$ cat src/rtl/wdog_pkg.sv
package wdog_pkg;
  localparam int MODE_W = 3;
  localparam logic [MODE_W-1:0] MODE_SLEEP   = 3'd0;
  localparam logic [MODE_W-1:0] MODE_STOP    = 3'd1;
  localparam logic [MODE_W-1:0] MODE_NREQ    = 3'd2;
  localparam logic [MODE_W-1:0] MODE_NORMAL  = 3'd3;
  localparam logic [MODE_W-1:0] MODE_STANDBY = 3'd4;

  localparam int CODE_W   = 2;
  localparam int NUM_CODE = 1 << CODE_W;

  typedef struct packed {
    logic holdZero;  // inactive: force count to zero
    logic restart;   // clear or expiry: count back to zero
    logic step;      // advance count by one tick
    logic loadCfg;   // move pending configuration into use
  } cntStrobe_t;

  typedef struct packed {
    logic             window;
    logic [CODE_W-1:0] code;
  } wdogCfg_t;
endpackage

$ cat src/rtl/wdog_dp.sv
module wdog_dp
  import wdog_pkg::*;
#(
  parameter int unsigned PERIOD0 = 5,
  parameter int unsigned PERIOD1 = 45,
  parameter int unsigned PERIOD2 = 100,
  parameter int unsigned PERIOD3 = 350,
  parameter int unsigned CNT_W   = 9
) (
  input  logic       clk,
  input  logic       rstN,
  input  cntStrobe_t strobe,
  input  wdogCfg_t   pendCfg,
  output logic       closedPhase,
  output logic       lastCount,
  output logic       openStatus
);
  localparam int unsigned PERIODS [NUM_CODE] = '{PERIOD0, PERIOD1, PERIOD2, PERIOD3};

  logic [CNT_W-1:0] periodTab [NUM_CODE];
  logic [CNT_W-1:0] cnt;
  logic [CNT_W-1:0] periodSel;
  logic [CNT_W-1:0] halfSel;
  wdogCfg_t         actCfg;

  for (genvar i = 0; i < NUM_CODE; i++) begin : g_tab
    assign periodTab[i] = CNT_W'(PERIODS[i]);
  end

  assign periodSel = periodTab[actCfg.code];
  assign halfSel   = periodSel >> 1;

  always_ff @(posedge clk or negedge rstN) begin
    if (!rstN) begin
      actCfg <= '{window: 1'b1, code: '0};
    end else if (strobe.loadCfg) begin
      actCfg <= pendCfg;
    end
  end

  always_ff @(posedge clk or negedge rstN) begin
    if (!rstN) begin
      cnt <= '0;
    end else if (strobe.holdZero || strobe.restart) begin
      cnt <= '0;
    end else if (strobe.step) begin
      cnt <= cnt + 1'b1;
    end
  end

  assign closedPhase = actCfg.window && (cnt < halfSel);
  assign lastCount   = (cnt == periodSel - 1'b1);
  assign openStatus  = !strobe.holdZero && !closedPhase;
endmodule

$ cat src/rtl/wdog_ctrl.sv
module wdog_ctrl
  import wdog_pkg::*;
(
  input  logic              clk,
  input  logic              rstN,
  input  logic [MODE_W-1:0] mode,
  input  logic              msTick,
  input  logic              cfgWrEn,
  input  logic              cfgWindow,
  input  logic [CODE_W-1:0] cfgPeriod,
  input  logic              clrStrobe,
  input  logic              closedPhase,
  input  logic              lastCount,
  output cntStrobe_t        strobe,
  output wdogCfg_t          pendCfg,
  output logic              rstReq
);
  logic active;
  logic badClear;
  logic expire;

  assign active = (mode == MODE_NORMAL) || (mode == MODE_STANDBY);

  always_ff @(posedge clk or negedge rstN) begin
    if (!rstN) begin
      pendCfg <= '{window: 1'b1, code: '0};
    end else if (cfgWrEn) begin
      pendCfg <= '{window: cfgWindow, code: cfgPeriod};
    end
  end

  always_comb begin
    badClear        = active && clrStrobe && closedPhase;
    expire          = active && !clrStrobe && msTick && lastCount;
    strobe.holdZero = !active;
    strobe.loadCfg  = active && clrStrobe;
    strobe.restart  = active && (clrStrobe || (msTick && lastCount));
    strobe.step     = active && !clrStrobe && msTick && !lastCount;
  end

  always_ff @(posedge clk or negedge rstN) begin
    if (!rstN) rstReq <= 1'b0;
    else       rstReq <= badClear || expire;
  end
endmodule

$ cat src/rtl/wdog_top.sv
module wdog_top
  import wdog_pkg::*;
#(
  parameter int unsigned PERIOD0 = 5,
  parameter int unsigned PERIOD1 = 45,
  parameter int unsigned PERIOD2 = 100,
  parameter int unsigned PERIOD3 = 350
) (
  input  logic       clk,
  input  logic       rstN,
  input  logic [2:0] mode,
  input  logic       msTick,
  input  logic       cfgWrEn,
  input  logic       cfgWindow,
  input  logic [1:0] cfgPeriod,
  input  logic       clrStrobe,
  output logic       rstReq,
  output logic       phaseOpen
);
  localparam int unsigned MAX01  = (PERIOD0 > PERIOD1) ? PERIOD0 : PERIOD1;
  localparam int unsigned MAX23  = (PERIOD2 > PERIOD3) ? PERIOD2 : PERIOD3;
  localparam int unsigned MAXP   = (MAX01 > MAX23) ? MAX01 : MAX23;
  localparam int unsigned CNT_W  = $clog2(MAXP + 1);

  cntStrobe_t strobe;
  wdogCfg_t   pendCfg;
  logic       closedPhase;
  logic       lastCount;

  wdog_ctrl u_ctrl (
    .clk(clk), .rstN(rstN), .mode(mode), .msTick(msTick),
    .cfgWrEn(cfgWrEn), .cfgWindow(cfgWindow), .cfgPeriod(cfgPeriod),
    .clrStrobe(clrStrobe), .closedPhase(closedPhase), .lastCount(lastCount),
    .strobe(strobe), .pendCfg(pendCfg), .rstReq(rstReq)
  );

  wdog_dp #(
    .PERIOD0(PERIOD0), .PERIOD1(PERIOD1), .PERIOD2(PERIOD2), .PERIOD3(PERIOD3),
    .CNT_W(CNT_W)
  ) u_dp (
    .clk(clk), .rstN(rstN), .strobe(strobe), .pendCfg(pendCfg),
    .closedPhase(closedPhase), .lastCount(lastCount), .openStatus(phaseOpen)
  );
endmodule

$ cat config.mk
export PLATFORM = sky130hd
export DESIGN_NAME = wdog_top
export DESIGN_NICKNAME = d
export VERILOG_FILES = /design/src/rtl/wdog_pkg.sv /design/src/rtl/wdog_dp.sv /design/src/rtl/wdog_ctrl.sv /design/src/rtl/wdog_top.sv
export SDC_FILE = /design/constraint.sdc
export NUM_CORES = 1
export LEC_CHECK = 0
export BUFFER_PORTS_ARGS = -buffer_cell sky130_fd_sc_hd__buf_2
export CAP_MARGIN = 20
export CORE_MARGIN = 2
export CORE_UTILIZATION = 56
export DETAILED_ROUTE_END_ITERATION = 10
export GPL_TIMING_DRIVEN = 0
export HOLD_SLACK_MARGIN = 0.1
export PLACE_DENSITY = 0.77
export SKIP_LAST_GASP = 1
export SYNTH_ARGS = -nofsm -noshare
export SYNTH_HDL_FRONTEND = slang
export SYNTH_SLANG_ARGS = --single-unit
$ cat constraint.sdc
create_clock -name clk -period 2.3 [get_ports clk]
set_input_delay 0.23 -clock clk [delete_from_list [all_inputs] [get_ports clk]]
set_output_delay 0.23 -clock clk [all_outputs]
set_load 0.01 [all_outputs]
## Word level (Yosys, flattened, before mapping)

Cells that the tools add are included.

| operators by class | value |
|---|---|
| equality and inequality tests | 3 |
| magnitude comparators | 2 |
| add/sub/neg operators | 2 |
| muxes and demuxes | 5 |
| bitwise logic cells | 1 |
| reduce and logical (&&, ||, !) cells | 19 |

Operators with widths:

| operator | count |
|---|---|
| $mux W9 | 4 |
| $bmux W9 S2 | 1 |
| $logic_and A1 B1 Y1 | 10 |
| $add A9 B1 Y9 const B | 1 |
| $eq A9 B9 Y1 | 1 |
| $lt A9 B8 Y1 | 1 |
| $sub A9 B1 Y9 const B | 1 |
| $logic_not A1 Y1 | 4 |
| $logic_or A1 B1 Y1 | 4 |
| $eq A3 B2 Y1 const B | 1 |
| $eq A3 B3 Y1 const B | 1 |
| $ge A3 B3 Y1 const B | 1 |
| $not A2 Y3 | 1 |
| $reduce_bool A2 Y1 | 1 |

| storage, ports and cells | value |
|---|---|
| register bits | 16 |
| logic and storage cells | 38 |
| bits of input ports | 11 |

## Depth between registers and ports, before layout

| depth | value |
|---|---|
| depth in word-level cells | 11 |
| gate-level depth with buffers | 7 |
| mapped depth without buffers | 7 |

## Modules after synthesis

A second synthesis with hierarchy kept.

| unflattened totals | value |
|---|---|
| cell total of the unflattened synthesis | 102 |
| area, all modules | 1023.5 sq um |

By module, submodules not included:

| module | area each (sq um) | cells each | instances |
|---|---|---|---|
| wdog_dp | 795.8 | 84 | 1 |
| wdog_ctrl | 227.7 | 18 | 1 |

## Least setup slack after synthesis

OpenSTA, ideal clock, no wires.

| path | value |
|---|---|
| path type | reg2out |
| from | register u_dp.actCfg[0] (netlist bit) |
| to | output phaseOpen |
| buffers on the path | 0 |
| arrival time | 1.550 ns |
| required time | 2.070 ns |
| stages on the path, launching flop included | 8 |
| setup slack | 0.520 ns |
| path through | dfrtp_1 inv_1 ha_1 ha_1 nand2_1 o21ai_0 a21oi_1 nor2_1 |

| on the way | value |
|---|---|
| longest elaborated chain between the ends | 8 |

Ends and longest elaborated chain:

| item | RTL line | text |
|---|---|---|
| start, declared | wdog_dp.sv:24 | `wdogCfg_t actCfg;` |
| start signal, assigned | wdog_dp.sv:35 | `actCfg <= '{window: 1'b1, code: '0};` |
| start signal, assigned | wdog_dp.sv:37 | `actCfg <= pendCfg;` |
| $not A2 Y3 (implied by the code) | wdog_dp.sv:30 | `assign periodSel = periodTab[actCfg.code];` |
| $bmux W9 S2 | wdog_dp.sv:30 |  |
| $mux W9 (implied by the code) (2 in series) | wdog_dp.sv:30 |  |
| $lt A9 B8 Y1 | wdog_dp.sv:51 | `assign closedPhase = actCfg.window && (cnt < halfSel);` |
| $logic_and A1 B1 Y1 | wdog_dp.sv:51 |  |
| $logic_not A1 Y1 | wdog_dp.sv:53 | `assign openStatus = !strobe.holdZero && !closedPhase;` |
| $logic_and A1 B1 Y1 | wdog_dp.sv:53 |  |
| end, declared | wdog_top.sv:18 | `output logic phaseOpen` |

No other way between the ends. The select of a mux whose other input is x is not followed.

## Worst setup path after layout

Ends and elaborated chain as after synthesis.

==> impl_metrics.env <==
export IMPL_overflow=0
export IMPL_syn_num_nets=124
export IMPL_antenna_left=0
export IMPL_antenna_cells=0
export IMPL_dp_slack_ns=0.327
export IMPL_status="finished clean"
export IMPL_total_power_mw=0.718
export IMPL_clock_latency_ns=0.30
export IMPL_rsz0062_at_grt="no"
export IMPL_p_seq_frac=0.464
export IMPL_arrival_ns=1.97
export IMPL_drc=0
export IMPL_clkPwrFrac=0.264
export IMPL_finalSetupTns_ns=0
export IMPL_yosys_register_bits=16
export IMPL_yosys_warnings=0
export IMPL_yosysTopAreaCell="dfrtp_1"
export IMPL_syn_to_final_growth_pct=14.5
export IMPL_port_buffers=12
export IMPL_io_pins=13
export IMPL_timing_final_crit_share=0.958
export IMPL_grt_max_degree=17
export IMPL_num_vias=804
export IMPL_clock_sinks=16
export IMPL_die_area_um2=2260
export IMPL_clk_pin_slew_ns=0.09
export IMPL_die_height_um=47.5
export IMPL_ys_seq_area_frac=0.380
export IMPL_synth_area_top_cells="dfrtp_1 (33%), ha_1 (11%), mux2_2 (6.4%), xnor2_1 (5.8%), dfstp_2 (5.0%)"
export IMPL_synth_distinct_cells=29
export IMPL_post_dp_hpwl_um=1630
export IMPL_worst_setup_path_type="flip-flop to output port"
export IMPL_p_int_mw=0.501
export IMPL_drive_gt1_frac=0.276
export IMPL_fmax_mhz=454
export IMPL_worst_pin_slew_ns=0.354
export IMPL_period_needed_ns=2.20
export IMPL_syn_area_um2=1060
export IMPL_nFillCells=144
export IMPL_grt_usage=0.233
export IMPL_cts_buffer_depth=2
export IMPL_setup_ws_ns=0.0966
export IMPL_cp_required_ns=2.07
export IMPL_cap_viol_max_count=0
export IMPL_post_route_util=0.696
export IMPL_drt_initial_drc_count=18
export IMPL_synth_edf_count=0
export IMPL_cts_htree_levels=1
export IMPL_setup_viol=0
export IMPL_worst_ir_drop_vdd_v=0.000379
export IMPL_p_sw_mw=0.217
export IMPL_die_w_um=47.5
export IMPL_finalNetCount=144
export IMPL_grt_pass1_wl_um=3570
export IMPL_coreArea_um2=1750
export IMPL_final_max_slew_violation_count=0
export IMPL_grt_pass1_vias=748
export IMPL_routed_wl_um=2080
export IMPL_first_pass_iters=4
export IMPL_combPwrFrac=0.273
export IMPL_syn_area_per_cell_um2=10.2
export IMPL_synth_cells=104
export IMPL_gp_congestion=0.847
export IMPL_p_leak_nw=0.542
export IMPL_tritoncts="built"
export IMPL_start_kind="flip-flop"
export IMPL_synth_flop_cell="dfrtp_1"
export IMPL_maxSlewHeadroom=0.764
export IMPL_cp_max_fo=3
export IMPL_core_rowCount=15
export IMPL_viasPerCell=5.43
export IMPL_sw_frac_of_total=0.302
export IMPL_cts_buffers=3
export IMPL_yosysTopAreaCellShare=0.330
export IMPL_post_drt_wl_per_cell_um=14.1
export IMPL_hold_class="primary input to flip-flop"
export IMPL_root_buffer="clkbuf_4"
export IMPL_start_util=0.608
export IMPL_async_reset_ff_frac=1.00
export IMPL_power_per_cell_area_nw_per_um2=591
export IMPL_final_hold_violation_count=0
export IMPL_antenna_found_initial=0
export IMPL_critPathCaptureType="output port"
export IMPL_skew_ns=0.00733
-- registers in the layout (all words and copies together), names as in the netlist --
register,cells
u_dp.actCfg,3
u_ctrl.rstReq,1
u_ctrl.pendCfg,3
u_dp.cnt,9
-- power groups by stage --
stage	combinational [mW]	clock, mW	sequential (mW)
after floorplan	0.131	0	0.330
after global placement	0.168	0	0.337
after detailed placement	0.178	0	0.339
after CTS	0.181	0.196	0.333
after global routing	0.218	0.211	0.336
final	0.196	0.189	0.333
-- final cells by class --
cell class | count | area [µm²] | area share
inverters | 4 | 15.0 | 0.0124
well taps | 25 | 31.3 | 0.0257
flip-flops and latches | 16 | 404 | 0.333
clock buffers | 4 | 36.3 | 0.0299
repair buffers | 15 | 85.1 | 0.0700
multi-input cells | 84 | 643 | 0.529
-- per-stage QoR --
step | hold slack (ns) | std cells | instance area [µm²]
floorplan | -0.0656 | 104 | 1060
global placement | 0.152 | 141 | 1150
detailed placement | 0.155 | 141 | 1150
CTS | 0.163 | 146 | 1200
global route | 0.154 | 148 | 1210
finish | 0.168 | 148 | 1210
-- cells in the mapped netlist (2+ instances only) --
library cell / number
mux2_2: 6
nand3b_1: 2
dfstp_2: 2
and3_1: 2
nor2_1: 14
o21ai_0: 2
nand2b_1: 3
dfrtp_1: 14
inv_1: 4
a21oi_1: 3
xor2_1: 4
nand2_1: 8
o22ai_1: 2
nand3_1: 5
nor3_1: 5
ha_1: 9
xnor2_1: 7
-- path summary, 6_finish.rpt --
| check | slack (ns) | cells past startpoint | to | start |
|---|---|---|---|---|
| max | 0.1 | 8 | phaseOpen | u_dp.actCfg[0] |
| min | 0.17 | 2 | u_ctrl.pendCfg[1] | cfgPeriod[1] |
| max reg2reg | 0.44 | 7 | u_dp.cnt[8] | u_dp.actCfg[0] |
| min reg2reg | 0.52 | 1 | u_dp.actCfg[1] | u_ctrl.pendCfg[1] |
| max in group asynchronous | 1.63 | 2 | u_dp.actCfg[2] | rstN |
| min in group asynchronous | 0.36 | 2 | u_dp.cnt[3] | rstN |
-- kinds of logic after synthesis --
group | synth area share
muxes | 0.0637
adders and majority gates | 0.106
AOI/OAI and AO/OA | 0.0849
buffers and inverters | 0.0141
and+or+nand+nor | 0.261
DFF | 0.380
xor gates and xnor gates | 0.0908
-- layout by cell type (no fill, tap or decap), types with 3 or more instances in the layout --
cell type / count
nor2_1: 14
dfrtp_1: 13
buf_2: 12
ha_1: 9
nand2_1: 8
xnor2_1: 7
mux2_2: 6
nor3_1: 5
nand3_1: 5
inv_1: 4
xor2_1: 4
nand2b_1: 3
a21oi_1: 3
clkbuf_4: 3
-- what timing repair did --
action / 4_1_cts / 5_1_grt
buffers inserted: 0 / 2
hold buffers: 1 / 0
gates resized for setup: 1 / 1
endpoints found under the hold margin: 14 / 0
pin swaps: 0 / 0
setup endpoints to repair: 1 / 1
-- worst max-delay path, cell delays in order, from the launching register on --
cell	delay (ns)
dfrtp_1	0.40
inv_1	0.09
ha_1	0.34
ha_1	0.30
a21oi_1	0.12
o21ai_1	0.10
a21oi_1	0.15
nor2_1	0.05
buf_2	0.13
-- routing by layer --
| metal | global-route usage | wire length [µm] | vias up |
|---|---|---|---|
| li1 | - | - | 407 |
| met1 | 0.312 | 990 | 375 |
| met2 | 0.368 | 987 | 16 |
| met3 | 0.0340 | 53 | 6 |
| met4 | 0.117 | 50 | 0 |
| met5 | 0 | 0 | - |
No activity file was read; power rests on OpenSTA's default activity.
